<file path="src/rtl/irq_pkg.sv">
// Package irq_pkg
// Shared widths, register addresses and the address decoder of the
// interrupt collector. Assumes a byte-wide register file with 16 addresses.
package irq_pkg;

    localparam int DATA_W   = 8;
    localparam int ADDR_W   = 4;
    localparam int N_SRC    = DATA_W - 1;
    localparam int N_GP     = 7;
    localparam int N_WATCH  = 4;

    localparam logic [ADDR_W-1:0] ADR_CHANGE = 4'd4;
    localparam logic [ADDR_W-1:0] ADR_STATUS = 4'd5;
    localparam logic [ADDR_W-1:0] ADR_PORT   = 4'd13;

    typedef enum logic [1:0] {
        SEL_NONE   = 2'd0,
        SEL_CHANGE = 2'd1,
        SEL_STATUS = 2'd2,
        SEL_PORT   = 2'd3
    } reg_sel_e;

    // Map a bus address onto the register it selects.
    function automatic reg_sel_e decode_addr(input logic [ADDR_W-1:0] a);
        reg_sel_e s;
        unique case (a)
            ADR_CHANGE: s = SEL_CHANGE;
            ADR_STATUS: s = SEL_STATUS;
            ADR_PORT:   s = SEL_PORT;
            default:    s = SEL_NONE;
        endcase
        return s;
    endfunction

endpackage

</file>
<file path="src/rtl/irq_pin_sync.sv">
// Module irq_pin_sync
// Brings N asynchronous pins into the clock domain through STAGES flops,
// and keeps one more flop of history for edge detection on the lowest
// N_EDGE pins. Edges are suppressed until the whole chain holds real
// samples taken after reset, so that a high pin at reset release is not
// mistaken for a change.
module irq_pin_sync #(
    parameter int N      = 7,
    parameter int N_EDGE = 4,
    parameter int STAGES = 2
) (
    input  logic              clk,
    input  logic              rst_n,
    input  logic [N-1:0]      pin_i,
    output logic [N-1:0]      lvl_o,
    output logic [N_EDGE-1:0] edge_o
);

    localparam int DEPTH   = STAGES + 1;
    localparam int CNT_W   = $clog2(DEPTH + 1);
    localparam logic [CNT_W-1:0] CNT_FULL = CNT_W'(DEPTH);

    logic [CNT_W-1:0] fill_q;
    logic             warm;

    // Count edges since reset until the chain is filled.
    always_ff @(posedge clk) begin
        if (!rst_n)
            fill_q <= '0;
        else if (fill_q != CNT_FULL)
            fill_q <= fill_q + CNT_W'(1);
    end

    assign warm = (fill_q == CNT_FULL);

    for (genvar g = 0; g < N; g++) begin : g_pin
        logic [DEPTH-1:0] chain_q;

        // Shift the pin sample through the synchronizer and history flops.
        always_ff @(posedge clk) begin
            if (!rst_n)
                chain_q <= '0;
            else
                chain_q <= {chain_q[DEPTH-2:0], pin_i[g]};
        end

        assign lvl_o[g] = chain_q[STAGES-1];

        if (g < N_EDGE) begin : g_edge
            assign edge_o[g] = warm & (chain_q[STAGES-1] ^ chain_q[STAGES]);
        end
    end

endmodule

</file>
<file path="src/rtl/irq_delta_bank.sv">
// Module irq_delta_bank
// Holds one sticky change flag per watched pin. A detected edge sets its
// flag; a clear strobe drops all flags, but an edge in the same cycle
// wins so no change is lost.
module irq_delta_bank #(
    parameter int N = 4
) (
    input  logic         clk,
    input  logic         rst_n,
    input  logic [N-1:0] edge_i,
    input  logic         clr_i,
    output logic [N-1:0] flag_o
);

    logic [N-1:0] flag_q;

    // Set on edge, clear on strobe, set takes priority.
    always_ff @(posedge clk) begin
        if (!rst_n)
            flag_q <= '0;
        else
            flag_q <= (clr_i ? '0 : flag_q) | edge_i;
    end

    assign flag_o = flag_q;

endmodule

</file>
<file path="src/rtl/irq_regfile.sv">
// Module irq_regfile
// Byte-bus register file: holds the interrupt mask and the per-pin change
// enables, multiplexes the read data, and flags a read of the change
// register so the flags can be cleared. Assumes single-cycle strobes.
module irq_regfile
    import irq_pkg::*;
(
    input  logic              clk,
    input  logic              rst_n,
    input  logic              rd_i,
    input  logic              wr_i,
    input  logic [ADDR_W-1:0] addr_i,
    input  logic [DATA_W-1:0] wdata_i,
    input  logic [DATA_W-1:0] status_i,
    input  logic [N_GP-1:0]   lvl_i,
    input  logic [N_WATCH-1:0] flag_i,
    output logic [DATA_W-1:0] rdata_o,
    output logic [DATA_W-1:0] mask_o,
    output logic [N_WATCH-1:0] en_o,
    output logic              chg_clr_o
);

    localparam int PAD_W = DATA_W - N_GP;

    reg_sel_e            sel;
    logic [DATA_W-1:0]   mask_q;
    logic [N_WATCH-1:0]  en_q;

    assign sel = decode_addr(addr_i);

    // Load the mask and the change enables on writes.
    always_ff @(posedge clk) begin
        if (!rst_n) begin
            mask_q <= '0;
            en_q   <= '0;
        end else if (wr_i) begin
            if (sel == SEL_STATUS) mask_q <= wdata_i;
            if (sel == SEL_CHANGE) en_q   <= wdata_i[N_WATCH-1:0];
        end
    end

    // Select read data; zero when idle or unmapped.
    always_comb begin
        rdata_o = '0;
        if (rd_i) begin
            unique case (sel)
                SEL_CHANGE: rdata_o = {flag_i, lvl_i[N_WATCH-1:0]};
                SEL_STATUS: rdata_o = status_i;
                SEL_PORT:   rdata_o = {{PAD_W{1'b1}}, lvl_i};
                default:    rdata_o = '0;
            endcase
        end
    end

    assign chg_clr_o = rd_i && (sel == SEL_CHANGE);
    assign mask_o    = mask_q;
    assign en_o      = en_q;

endmodule

</file>
<file path="src/rtl/irq_hub.sv">
// Module irq_hub
// Top of the interrupt collector: assembles the status byte from the
// channel sources and the enabled change flags, and registers the masked
// OR as the interrupt request. Assumes level sources already in this
// clock domain and asynchronous general inputs.
module irq_hub
    import irq_pkg::*;
(
    input  logic              clk,
    input  logic              rst_n,
    input  logic              bus_rd,
    input  logic              bus_wr,
    input  logic [3:0]        bus_addr,
    input  logic [7:0]        bus_wdata,
    output logic [7:0]        bus_rdata,
    input  logic [6:0]        chan_src,
    input  logic [6:0]        gp_in,
    output logic              irq
);

    logic [N_GP-1:0]    lvl;
    logic [N_WATCH-1:0] pin_edge;
    logic [N_WATCH-1:0] delta_q;
    logic [N_WATCH-1:0] chg_en;
    logic [DATA_W-1:0]  mask;
    logic [DATA_W-1:0]  status;
    logic               chg_clr;
    logic               irq_q;

    irq_pin_sync #(.N(N_GP), .N_EDGE(N_WATCH), .STAGES(2)) u_sync (
        .clk    (clk),
        .rst_n  (rst_n),
        .pin_i  (gp_in),
        .lvl_o  (lvl),
        .edge_o (pin_edge)
    );

    irq_delta_bank #(.N(N_WATCH)) u_delta (
        .clk    (clk),
        .rst_n  (rst_n),
        .edge_i (pin_edge),
        .clr_i  (chg_clr),
        .flag_o (delta_q)
    );

    irq_regfile u_regs (
        .clk       (clk),
        .rst_n     (rst_n),
        .rd_i      (bus_rd),
        .wr_i      (bus_wr),
        .addr_i    (bus_addr),
        .wdata_i   (bus_wdata),
        .status_i  (status),
        .lvl_i     (lvl),
        .flag_i    (delta_q),
        .rdata_o   (bus_rdata),
        .mask_o    (mask),
        .en_o      (chg_en),
        .chg_clr_o (chg_clr)
    );

    // Status byte: channel sources below, enabled change summary on top.
    always_comb begin
        status = {|(delta_q & chg_en), chan_src};
    end

    // Register the masked interrupt request.
    always_ff @(posedge clk) begin
        if (!rst_n)
            irq_q <= 1'b0;
        else
            irq_q <= |(status & mask);
    end

    assign irq = irq_q;

endmodule

</file>
<file path="config.mk">
export PLATFORM = sky130hd
export DESIGN_NAME = irq_hub
export DESIGN_NICKNAME = d
export VERILOG_FILES = /design/src/rtl/irq_pkg.sv /design/src/rtl/irq_pin_sync.sv /design/src/rtl/irq_delta_bank.sv /design/src/rtl/irq_regfile.sv /design/src/rtl/irq_hub.sv
export SDC_FILE = /design/constraint.sdc
export NUM_CORES = 1
export LEC_CHECK = 0
export BUFFER_PORTS_ARGS = -buffer_cell sky130_fd_sc_hd__buf_2
export CORE_ASPECT_RATIO = 1.2
export CORE_UTILIZATION = 47
export DETAILED_ROUTE_END_ITERATION = 12
export GPL_TIMING_DRIVEN = 0
export PLACE_DENSITY = 0.7
export SYNTH_ARGS = -nofsm -noshare
export SYNTH_HDL_FRONTEND = slang
export SYNTH_HIERARCHICAL = 1
export SYNTH_SLANG_ARGS = --single-unit
</file>
<file path="constraint.sdc">
create_clock -name clk -period 1.25 [get_ports clk]
set_clock_uncertainty 0.05 [all_clocks]
set_input_delay 0.25 -clock clk [delete_from_list [all_inputs] [get_ports clk]]
set_output_delay 0.25 -clock clk [all_outputs]
set_load 0.02 [all_outputs]
</file>
==> qor.yml <==
die:
  rows: 22
  die_w_um: 55.0
  die_area_mm2: 0.00361
  die_h_um: 65.6
  core_mm2: 0.00314
  initial_core_util: 0.506
  ioPinCount: 39
final_layout:
  post-route-util: 0.670
  stdcell_area_mm2: 0.00210
  drive_gt1_frac: 0.467
  nFillCells: 256
  nets: 243
  syn_to_final_growth_pct: 32.6
  antenna_cells: 0
  instances_no_fill: 248
synthesis:
  netlist_area_mm2: 0.00159
  ys_warn_count: 6
  ys_ff_latch: 37
  synth_nets: 194
  seq_area_frac_synth: 0.467
  syn-instance-count: 162
  yosysUniqueCellTypes: 26
  avgSynthCellArea_um2: 9.79
clocking:
  h-tree-depth: 2
  clock_sinks: 37
  cts_tree: "done"
  cts.clk_slew.worst_paths_ps: 90
  numCtsBuffers: 5
  clk_latency_ps: 340
  cts_hold_buf: 0
  cts_buffer_depth: 2
  clockRootBuffer: "clkbuf_4"
detailed_routing:
  drc: 0
  via_per_inst: 5.10
  dr_wl_met2_um: 1740
  dr.pass1.iters: 4
  wl_met1_um: 1490
  drtIter0Drc: 15
  wl_per_cell_um: 14.0
  drt.antenna.violating_nets: 0
  via_count: 1266
  top_layer: "met4"
  routed_wl_um: 3460
  met3_length_um: 173
timing:
  hold_viol_final: 0
  fin_crit_ps: 1670
  fmax_mhz: 599
  slew_headroom: 0.564
  rsz0062_at_grt: "true"
  worst_slew_pin_slew_ps: 648
  maxSlewViolCount: 0
  finalWorstSetupSlack_ps: -419
  setup_viol_count_final: 8
  hold_slack_ps: 65.6
  period_share: 1.33
place:
  dp.cells: 236
  place_ws_ps: -411
  dpl_cell_area_mm2: 0.00186
  place_congestion: 0.756
  place_hpwl_um: 2380
  port_buffers: 38
worst_setup_path:
  timing_worst_setup_path_type: "primary input to output pin"
  critical_path_arrival_ps: 1370
  slowest_delay_ps: 450
  slowest_stage: "or3b_4"
  critical_path_required_ps: 950
  end_kind: "output pin"
  start_kind: "primary input"
  worstPathCellList: "buf_2, clkbuf_2, or3b_4, a21oi_4, buf_6"
  path_max_fanout: 10
global_routing:
  grt_usage: 0.220
  grt_overflow: 0
  antenna_found_initial: 0
  grt_pass1_wl_um: 5530
  first_global_vias: 1289
  grt_max_degree: 11
power:
  powerDensity_mw_per_mm2: 1010
  irDropWorstVdd_uv: 715
  leakagePower_nw: 0.956
job:
  maxCapViolCount: 0
outcome:
  violations: "setup timing"
  outcome: "complete, but fails checks"
min_path:
  min_path_type: "primary input to flop"
-- report_power, final --
group,internal (mW),switching [mW]
Combinational,0.158,0.145
Clock,0.224,0.348
Sequential,1.22,0.0277
Total,1.60,0.521
-- path summary, 6_finish.rpt --
check,endpoint,start,slack (ps),depth (start not counted)
max,bus_rdata[7],bus_addr[0],-420,5
min,u_sync/g_pin[0].chain_q[0],gp_in[0],70,2
max reg2reg,u_delta/flag_o[2],u_sync/g_pin[2].chain_q[1],60,5
min reg2reg,u_sync/g_pin[3].chain_q[1],u_sync/g_pin[3].chain_q[0],380,1
-- state kept, by name, indices dropped and copies added (netlist names) --
name / cells
u_sync/g_pin.chain_q: 18
u_regs/mask_o: 8
u_delta/flag_o: 4
u_regs/en_o: 4
u_sync/fill_q: 2
irq: 1
-- Yosys cell counts --
cell | instances | area (um2)
mux2i_1 | 13 | 130
and2_1 | 23 | 144
a22oi_1 | 11 | 82.6
mux2_2 | 7 | 78.8
or3b_2 | 1 | 8.76
o21a_1 | 5 | 37.5
nand2_1 | 22 | 82.6
xnor2_1 | 1 | 8.76
buf_4 | 7 | 52.6
or4b_1 | 1 | 10.0
a21oi_1 | 1 | 5.00
nand3_1 | 1 | 5.00
nor2b_1 | 5 | 31.3
ha_1 | 2 | 25.0
clkbuf_2 | 1 | 5.00
buf_2 | 3 | 15.0
nor3_1 | 1 | 5.00
dfxtp_1 | 37 | 741
clkbuf_1 | 3 | 11.3
o21ai_0 | 1 | 5.00
nor2_1 | 8 | 30.0
a21boi_0 | 1 | 7.51
nor4_2 | 1 | 12.5
a222oi_1 | 1 | 10.0
nand3b_1 | 1 | 7.51
xor2_1 | 4 | 35.0
-- routing by layer --
metal  up-vias  GRT usage
met2        39      0.375
met4         0     0.0938
met5         -          0
met3         6     0.0556
li1        638          -
met1       583      0.249
-- critical path: cells and delay by family --
kind                   cells  cell delay, ps
AOI/OAI and AO/OA          1             160
and+or+nand+nor            1             450
buffers and inverters      3             490
-- logic make-up (layout without fill, tap and decap cells) --
logic type,Yosys count,count (layout),share of synthesized area
fa+ha+maj,2,2,0.0158
mux,20,20,0.132
flops,37,37,0.467
simple gates,64,64,0.212
buf+inv,14,64,0.0528
compound gates,20,20,0.0931
xor+xnor,5,5,0.0276
-- cell usage in the layout, fill, tap and decap left out, drive strengths merged --
cell type | Yosys | routed
xnor2 | 1 | 1
nor2 | 8 | 8
mux2 | 7 | 7
a22oi | 11 | 11
buf | 10 | 52
and2 | 23 | 23
nand3 | 1 | 1
nor4 | 1 | 1
o21ai | 1 | 1
nor3 | 1 | 1
a21boi | 1 | 1
or4b | 1 | 1
a222oi | 1 | 1
o21a | 5 | 5
xor2 | 4 | 4
or3b | 1 | 1
dfxtp | 37 | 37
a21oi | 1 | 1
ha | 2 | 2
nor2b | 5 | 5
mux2i | 13 | 13
nand2 | 22 | 22
clkbuf | 4 | 12
nand3b | 1 | 1
-- layout make-up --
type / count / area [um2] / share of cell area
Sequential cell: 37 / 767 / 0.365
Multi-Input combinational cell: 111 / 881 / 0.419
Clock buffer: 8 / 48.8 / 0.0232
Tap cell: 36 / 45.0 / 0.0214
Buffer: 7 / 38.8 / 0.0184
Timing Repair Buffer: 49 / 323 / 0.153
-- timing repair --
action,4_1_cts,5_1_grt
setup endpoints to repair,12,10
buffers inserted,7,4
gates resized for setup,46,6
pin swaps,13,17
cloned,0,0
-- stage by stage --
stage	power, mW	setup TNS, ps
CTS	2.16	-2890
global route	2.26	-3090
detailed placement	1.54	-6140
floorplan	1.44	-831
global placement	1.53	-5790
finish	2.12	-2570
Note: power is estimated with default switching activity, not from simulation.
